--- src/rtl/audio_serial_pkg.sv ---
package audio_serial_pkg;

  // One-cycle commands from the control to the datapath
  typedef struct packed {
    logic loadLeft;   // frame start: take held pair, present left MSB
    logic loadRight;  // right slot start: present right MSB
    logic shift;      // advance one bit inside the current slot
  } aso_strobe_t;

endpackage

--- src/rtl/aso_ctrl.sv ---
module aso_ctrl
  import audio_serial_pkg::*;
#(
  parameter int HALF_DIV = 2,
  parameter int SLOT_W   = 32
) (
  input  logic        clk,
  input  logic        rstN,
  input  logic        cfgMaster,
  input  logic        cfgFallLaunch,
  input  logic        bclkIn,
  input  logic        lrckIn,
  output aso_strobe_t strobe,
  output logic        bclkOut,
  output logic        lrckOut,
  output logic        pinOe
);

  localparam int FRAME_W = 2 * SLOT_W;
  localparam int POS_W   = $clog2(FRAME_W);
  localparam int DIV_W   = (HALF_DIV > 1) ? $clog2(HALF_DIV) : 1;
  localparam logic [DIV_W-1:0] DIV_LAST  = DIV_W'(HALF_DIV - 1);
  localparam logic [POS_W-1:0] POS_LAST  = POS_W'(FRAME_W - 1);
  localparam logic [POS_W-1:0] POS_RIGHT = POS_W'(SLOT_W);

  logic [DIV_W-1:0] divCnt;
  logic [POS_W-1:0] pos, nextPos;
  logic bclkReg, lrckReg, started, prevMaster;
  logic bSync1, bSync2, bPrev, lSync1, lSync2, lLast;
  logic tick, launchM, launchS, modeChg, slotStartS;

  always_comb begin
    tick       = (divCnt == DIV_LAST);
    launchM    = cfgMaster && tick && (bclkReg == cfgFallLaunch);
    modeChg    = (cfgMaster != prevMaster);
    launchS    = !cfgMaster && (bSync2 != bPrev) && (bPrev == cfgFallLaunch);
    slotStartS = launchS && (lSync2 != lLast);
    nextPos    = (pos == POS_LAST) ? '0 : pos + 1'b1;
  end

  always_comb begin
    strobe = '0;
    if (cfgMaster) begin
      if (launchM && !modeChg) begin
        if (!started)                 strobe.loadLeft  = 1'b1;
        else if (nextPos == '0)       strobe.loadLeft  = 1'b1;
        else if (nextPos == POS_RIGHT) strobe.loadRight = 1'b1;
        else                          strobe.shift     = 1'b1;
      end
    end else if (launchS) begin
      if (slotStartS) begin
        strobe.loadLeft  = lSync2;
        strobe.loadRight = !lSync2;
      end else begin
        strobe.shift = 1'b1;
      end
    end
  end

  always_ff @(posedge clk or negedge rstN) begin
    if (!rstN) begin
      divCnt     <= '0;
      pos        <= '0;
      bclkReg    <= 1'b0;
      lrckReg    <= 1'b0;
      started    <= 1'b0;
      prevMaster <= 1'b0;
      pinOe      <= 1'b0;
      bSync1     <= 1'b0;
      bSync2     <= 1'b0;
      bPrev      <= 1'b0;
      lSync1     <= 1'b0;
      lSync2     <= 1'b0;
      lLast      <= 1'b0;
    end else begin
      prevMaster <= cfgMaster;
      pinOe      <= cfgMaster;
      bSync1     <= bclkIn;
      bSync2     <= bSync1;
      bPrev      <= bSync2;
      lSync1     <= lrckIn;
      lSync2     <= lSync1;
      if (launchS) lLast <= lSync2;
      if (!cfgMaster) begin
        divCnt  <= '0;
        bclkReg <= 1'b0;
        lrckReg <= 1'b0;
        started <= 1'b0;
        pos     <= '0;
      end else begin
        divCnt <= tick ? '0 : divCnt + 1'b1;
        if (tick) bclkReg <= ~bclkReg;
        if (modeChg) begin
          started <= 1'b0;
          pos     <= '0;
        end else if (launchM) begin
          if (!started) begin
            started <= 1'b1;
            pos     <= '0;
            lrckReg <= 1'b1;
          end else begin
            pos     <= nextPos;
            lrckReg <= (nextPos < POS_RIGHT);
          end
        end
      end
    end
  end

  assign bclkOut = bclkReg;
  assign lrckOut = lrckReg;

  // a frame-sync change in steady master mode lands on a move to the launch level
  a_r3_sync_on_launch: assert property (@(posedge clk) disable iff (!rstN)
    (cfgMaster && $past(cfgMaster) && $stable(cfgFallLaunch) && (lrckReg != $past(lrckReg)))
      |-> ((bclkReg != $past(bclkReg)) && (bclkReg == !cfgFallLaunch)));

  // settled slave mode keeps both pins released and low
  a_r6_slave_released: assert property (@(posedge clk) disable iff (!rstN)
    (!cfgMaster && !$past(cfgMaster)) |-> (!pinOe && !bclkReg && !lrckReg));

endmodule

--- src/rtl/aso_data.sv ---
module aso_data
  import audio_serial_pkg::*;
#(
  parameter int SAMPLE_W = 24,
  parameter int SLOT_W   = 32
) (
  input  logic                clk,
  input  logic                rstN,
  input  logic                sampleValid,
  input  logic                sampleLeft,
  input  logic [SAMPLE_W-1:0] sampleData,
  input  aso_strobe_t         strobe,
  output logic                sdata
);

  localparam int PAD_W = SLOT_W - SAMPLE_W;
  localparam int CNT_W = $clog2(SLOT_W + 1);

  logic [SAMPLE_W-1:0] holdL, holdR, activeR;
  logic [SLOT_W-1:0]   shiftReg;

  always_ff @(posedge clk or negedge rstN) begin
    if (!rstN) begin
      holdL <= '0;
      holdR <= '0;
    end else if (sampleValid) begin
      if (sampleLeft) holdL <= sampleData;
      else            holdR <= sampleData;
    end
  end

  always_ff @(posedge clk or negedge rstN) begin
    if (!rstN) begin
      activeR  <= '0;
      shiftReg <= '0;
    end else if (strobe.loadLeft) begin
      activeR  <= holdR;
      shiftReg <= {holdL, {PAD_W{1'b0}}};
    end else if (strobe.loadRight) begin
      shiftReg <= {activeR, {PAD_W{1'b0}}};
    end else if (strobe.shift) begin
      shiftReg <= {shiftReg[SLOT_W-2:0], 1'b0};
    end
  end

  assign sdata = shiftReg[SLOT_W-1];

  // Checker support: shifts since the last slot load
  logic [CNT_W-1:0] chkShifts;
  always_ff @(posedge clk or negedge rstN) begin
    if (!rstN) chkShifts <= '0;
    else if (strobe.loadLeft || strobe.loadRight) chkShifts <= '0;
    else if (strobe.shift && (chkShifts != CNT_W'(SLOT_W))) chkShifts <= chkShifts + 1'b1;
  end

  // at most one datapath command per cycle
  a_r2_one_command: assert property (@(posedge clk) disable iff (!rstN)
    $onehot0({strobe.loadLeft, strobe.loadRight, strobe.shift}));

  // the trailing positions of a slot are zero
  a_r4_pad_zero: assert property (@(posedge clk) disable iff (!rstN)
    ((chkShifts >= CNT_W'(SAMPLE_W)) && (chkShifts < CNT_W'(SLOT_W))) |-> !sdata);

  // held samples change only on a strobe
  a_r5_hold_stable: assert property (@(posedge clk) disable iff (!rstN)
    !sampleValid |=> ($stable(holdL) && $stable(holdR)));

endmodule

--- src/rtl/audio_serial_out.sv ---
module audio_serial_out
  import audio_serial_pkg::*;
#(
  parameter int SAMPLE_W = 24,
  parameter int SLOT_W   = 32,
  parameter int HALF_DIV = 2
) (
  input  logic                clk,
  input  logic                rstN,
  input  logic                cfgMaster,
  input  logic                cfgFallLaunch,
  input  logic                sampleValid,
  input  logic                sampleLeft,
  input  logic [SAMPLE_W-1:0] sampleData,
  input  logic                bclkIn,
  input  logic                lrckIn,
  output logic                bclkOut,
  output logic                bclkOe,
  output logic                lrckOut,
  output logic                lrckOe,
  output logic                sdata
);

  aso_strobe_t strobe;
  logic pinOe;

  aso_ctrl #(.HALF_DIV(HALF_DIV), .SLOT_W(SLOT_W)) u_ctrl (
    .clk(clk), .rstN(rstN), .cfgMaster(cfgMaster), .cfgFallLaunch(cfgFallLaunch),
    .bclkIn(bclkIn), .lrckIn(lrckIn), .strobe(strobe),
    .bclkOut(bclkOut), .lrckOut(lrckOut), .pinOe(pinOe)
  );

  aso_data #(.SAMPLE_W(SAMPLE_W), .SLOT_W(SLOT_W)) u_data (
    .clk(clk), .rstN(rstN), .sampleValid(sampleValid), .sampleLeft(sampleLeft),
    .sampleData(sampleData), .strobe(strobe), .sdata(sdata)
  );

  assign bclkOe = pinOe;
  assign lrckOe = pinOe;

endmodule

--- config.mk ---
export PLATFORM = sky130hd
export DESIGN_NAME = audio_serial_out
export DESIGN_NICKNAME = d
export VERILOG_FILES = /design/src/rtl/audio_serial_pkg.sv /design/src/rtl/aso_ctrl.sv /design/src/rtl/aso_data.sv /design/src/rtl/audio_serial_out.sv
export SDC_FILE = /design/constraint.sdc
export NUM_CORES = 1
export LEC_CHECK = 0
export BUFFER_PORTS_ARGS = -buffer_cell sky130_fd_sc_hd__buf_2
export CAP_MARGIN = 30
export CORE_UTILIZATION = 65
export CTS_CLUSTER_SIZE = 20
export DETAILED_ROUTE_END_ITERATION = 8
export PLACE_DENSITY = 0.85
export SLEW_MARGIN = 10
export SYNTH_ARGS = -nofsm -noshare
export SYNTH_HDL_FRONTEND = slang
export SYNTH_HIERARCHICAL = 1
export SYNTH_SLANG_ARGS = --single-unit
export TNS_END_PERCENT = 5
--- constraint.sdc ---
create_clock -name clk -period 4.4 [get_ports clk]
set_clock_uncertainty 0.2 [all_clocks]
set_input_delay 0.88 -clock clk [delete_from_list [all_inputs] [get_ports clk]]
set_output_delay 0.88 -clock clk [all_outputs]
set_load 0.05 [all_outputs]
==> results.md <==
Outcome:
- The run finished, with violations left.
- The checks that failed: design-rule violations.

Floorplan:
- The top-level port count is 37.
- The effective utilization at floorplan is 67.31%.
- The die area is 8364 um^2.
- The area of the core region is 7727 um^2.
- Measured along the x axis, the die boundary spans 91.46 um.
- In this run the vertical extent of the chip is 91.46 um.
- Row generation in the floorplan step produced 32 rows.

Worst setup path:
- The worst register-to-register path has a depth of 9.
- The top fanout value on the critical path is 73.
- The start-to-end type of the worst setup path is flop to flop.
- The launching element type of the critical path is a flop.
- The data arrival time of the worst path is 3.45 ns.
- The required time of the critical path is 4.57 ns.
- The type of destination of the critical path is a flop.

Route:
- In this run the remaining antenna-violating nets after routing total 0.
- The routed layout has 3147 vias.
- The number of vias per cell is 5.994.
- In the final routed layout, each cell accounts on average for 18.76 um.
- The detailed-route DRC error count is 1.
- The first TritonRoute pass finished after 7 iterations.
- After detailed routing, the total wire length is 9851 um.
- The first routing iteration left 217 violations.

Yosys:
- In the synthesized netlist the dominant register cell turns out to be sky130_fd_sc_hd__dfrtp_1.
- The number of flops mapped to enable cells by yosys is 0.
- After synthesis, the largest area contributor takes up 54.37% of total cell area.
- Synthesis produced a netlist with a net count of 409.
- The synthesized netlist contains 47 unique library cells.
- The synthesized area divided by synthesized cell count is 13.94 um^2.
- The top cell type by total area after synthesis is sky130_fd_sc_hd__dfrtp_1.
- The number of synthesis warnings is 6.
- The sequential area share after synthesis is 54.37%.
- The mapped netlist covers 5201 um^2.
- In the post-synthesis netlist, the biggest area contributors are sky130_fd_sc_hd__dfrtp_1, sky130_fd_sc_hd__mux2_2, sky130_fd_sc_hd__mux2_4, sky130_fd_sc_hd__mux2i_1, sky130_fd_sc_hd__nor3b_1.
- Counting flops and latches in the post-synthesis netlist gives 113.
- The post-synthesis async set-or-reset flop share is 100.0%.
- The gate count of the mapped netlist is 373.

Clocking:
- CTS saw 113 sinks.
- TritonCTS built the clock tree.
- The buffer depth of the longest clock path is 2.
- The hold-fix buffer count after cts is 0.
- Clock tree synthesis inserted a total of 17 buffers.
- The H-tree depth is 4.
- The number of buffers added for setup after CTS is 0.
- After clock tree synthesis, the clock-pin slew on the worst setup and hold paths is 0.05 ns.
- The cell at the root of the clock tree is sky130_fd_sc_hd__clkbuf_8.
- The clock latency at the later pin of the worst-skew pair is 0.50 ns.
- Post-CTS repair changed the size of 0 cells.

Timing:
- The number of pins exceeding their max-slew limit in the final report was 0.
- The worst max-slew margin expressed relative to the limit is 55.25%.
- The number of setup violations in the final report is 0.
- The number of endpoints with negative hold slack in the final report is 0.
- The measured slew at the worst slew-check pin is 0.6689 ns.
- Subtracting the final worst setup slack from the clock period gives 3.283 ns.
- Hold timing on the final database bottoms out at a slack of 0.1469 ns.
- The highest achievable clock rate is 0.3046 GHz.
- Setup repair after global routing left no endpoint under its margin.
- The total negative slack for setup checks is 0 ns.
- The final cycle utilization of the critical path is 74.62%.

Flow run:
- The max capacitance violation total is 0.

Final layout:
- The antenna diode instance count is 0.
- The share of post-route cells with drive strength above 1 is 38.53%.
- In the layout the commonest cells are sky130_fd_sc_hd__dfrtp_1, sky130_fd_sc_hd__mux2_2, sky130_fd_sc_hd__buf_2.
- The layout-stage area growth over the synthesis result is 16.09%.
- The final non-filler cell total is 525.
- The count of filler cells inserted in the layout is 430.
- After the last flow step, the layout net total stands at 446.
- The library cell used most frequently in the layout, excluding fill and tap cells, is sky130_fd_sc_hd__dfrtp_1.

Global route:
- The number of antenna violations at the first check in global routing is 0.
- The maximum number of pins on one net before global-route repair is 74.
- The via count of the first global-routing pass is 3367.
- For this run the aggregate overflow at the end of global routing stands at 0.
- The total routing resource utilization after global routing is 26.61%.
- The first global-routing pass estimated 16770 um of wire.

Pwr:
- The overall power of the completed layout is 0.003601 W.
- Net switching is 24.55% of the power.
- The switching component of the power is 0.0008838 W.
- The power density of the placed cells is 596.3 nW/um^2.
- The share of power burned in registers is 42.3%.
- The internal power contribution is 0.002717 W.
- The combinational cell fraction of total power is 15.8%.
- The worst-case IR drop observed on VDD is 0.0004629 V.
- In this run the static leakage power is 2.632 nW.
- The part of the power in the clock network is 42.0%.

Placement:
- The final weighted congestion of routability-driven global placement is 0.7900.
- Detailed placement ended at an HPWL of 5774 um.
- The placed cell count is 493.
- The port buffer count is 36.

Worst hold path:
- The class of the tightest hold or removal check is flop to flop.
- The worst hold path passes through 0 cells.
Yosys cell counts (3+ instances only):
cell and n:
sky130_fd_sc_hd__and3_1 3, sky130_fd_sc_hd__xnor2_1 3, sky130_fd_sc_hd__a211oi_2 11, sky130_fd_sc_hd__a211oi_1 10, sky130_fd_sc_hd__a22o_1 4, sky130_fd_sc_hd__a21oi_1 6, sky130_fd_sc_hd__buf_6 5, sky130_fd_sc_hd__ha_1 4
sky130_fd_sc_hd__dfrtp_1 113, sky130_fd_sc_hd__inv_1 7, sky130_fd_sc_hd__clkbuf_1 3, sky130_fd_sc_hd__nand2_1 4, sky130_fd_sc_hd__xor2_1 3, sky130_fd_sc_hd__mux2_2 53, sky130_fd_sc_hd__mux2_4 20, sky130_fd_sc_hd__mux2i_1 25
sky130_fd_sc_hd__nand3_1 5, sky130_fd_sc_hd__nor3b_1 23, sky130_fd_sc_hd__a31oi_1 3, sky130_fd_sc_hd__buf_4 3, sky130_fd_sc_hd__nor2b_1 23, sky130_fd_sc_hd__buf_2 10, sky130_fd_sc_hd__nor2_1 3
metrics by stage:
stage                     setup slack, ns  instance area, um^2  util (%)
after floorplan                     1.536                 5201         -
after global placement              1.147                 5381     69.64
after detailed placement            1.023                 5381     69.64
after CTS                           1.168                 6038     78.14
after global routing               0.9735                 6038     78.14
final                               1.117                 6038     78.14
layer usage:
metal	vias to the layer above	part of all wire (%)	GRT usage (%)	wire length, um
li1	1422	-	-	-
met1	1615	43	33.89	4225
met2	89	52	43.36	5079
met3	21	3.5	6.700	341
met4	0	2.1	11.38	205
met5	-	0	0	0
power groups by stage:
| stage | Combinational [W] | Sequential, W | Clock, W |
|---|---|---|---|
| 3_5_place_dp | 0.000557 | 0.00152 | 0 |
| 5_1_grt | 0.000618 | 0.00155 | 0.00158 |
| 6_report | 0.000568 | 0.00152 | 0.00151 |
| 2_1_floorplan | 0.000434 | 0.00149 | 0 |
| 4_1_cts | 0.000574 | 0.00152 | 0.00153 |
| 3_3_place_gp | 0.000528 | 0.00150 | 0 |
final timing paths:
| path | from | end | slack, ns |
|---|---|---|---|
| worst max-delay path | u_ctrl/pos[0] | u_data/shiftReg[22] | 1.12 |
| worst min-delay path | u_ctrl/lSync1 | u_ctrl/lSync2 | 0.15 |
| worst max register to register | u_ctrl/pos[0] | u_data/shiftReg[22] | 1.12 |
| worst min register to register | u_ctrl/lSync1 | u_ctrl/lSync2 | 0.15 |
| max in group asynchronous | rstN | u_data/shiftReg[22] | 2.95 |
| min in group asynchronous | rstN | u_data/holdL[2] | 0.19 |
registers in the layout (all words and copies together) (netlist names), 6 cells and up:
register / count
u_ctrl/pos: 6
u_data/activeR: 24
u_data/holdL: 24
u_data/holdR: 24
u_data/shiftReg: 24
logic make-up (layout without fill, tap and decap cells):
group	Yosys count	in the layout	share of synthesized area (%)
flip-flops	113	113	54.37
multiplexers	98	98	22.06
AND/OR/NAND/NOR	76	76	9.935
AO/OA/AOI/OAI	45	45	7.409
buffers and inverters	31	81	4.258
XOR/XNOR	6	6	1.011
adder cells (fa/ha/maj)	4	4	0.9623
worst max-delay path, cell delays in order (launching register included):
cell,delay [ns]
sky130_fd_sc_hd__dfrtp_1,0.43
sky130_fd_sc_hd__ha_1,0.28
sky130_fd_sc_hd__and3_4,0.22
sky130_fd_sc_hd__and3_1,0.21
sky130_fd_sc_hd__o221ai_1,0.45
sky130_fd_sc_hd__a22oi_2,0.14
sky130_fd_sc_hd__buf_12,0.23
sky130_fd_sc_hd__nor2_2,0.54
sky130_fd_sc_hd__buf_4,0.33
sky130_fd_sc_hd__a211oi_2,0.09
layout make-up:
class | count | area [um^2] | area share, %
clock buffer | 21 | 449.2 | 7.439
clock inverter | 11 | 207.7 | 3.440
inverter | 7 | 26.28 | 0.4351
multi-input combinational | 229 | 2160 | 35.76
sequential | 113 | 2828 | 46.83
tap | 102 | 127.6 | 2.114
timing repair buffer | 42 | 240.2 | 3.978
Note: power is estimated with default switching activity, not from simulation.
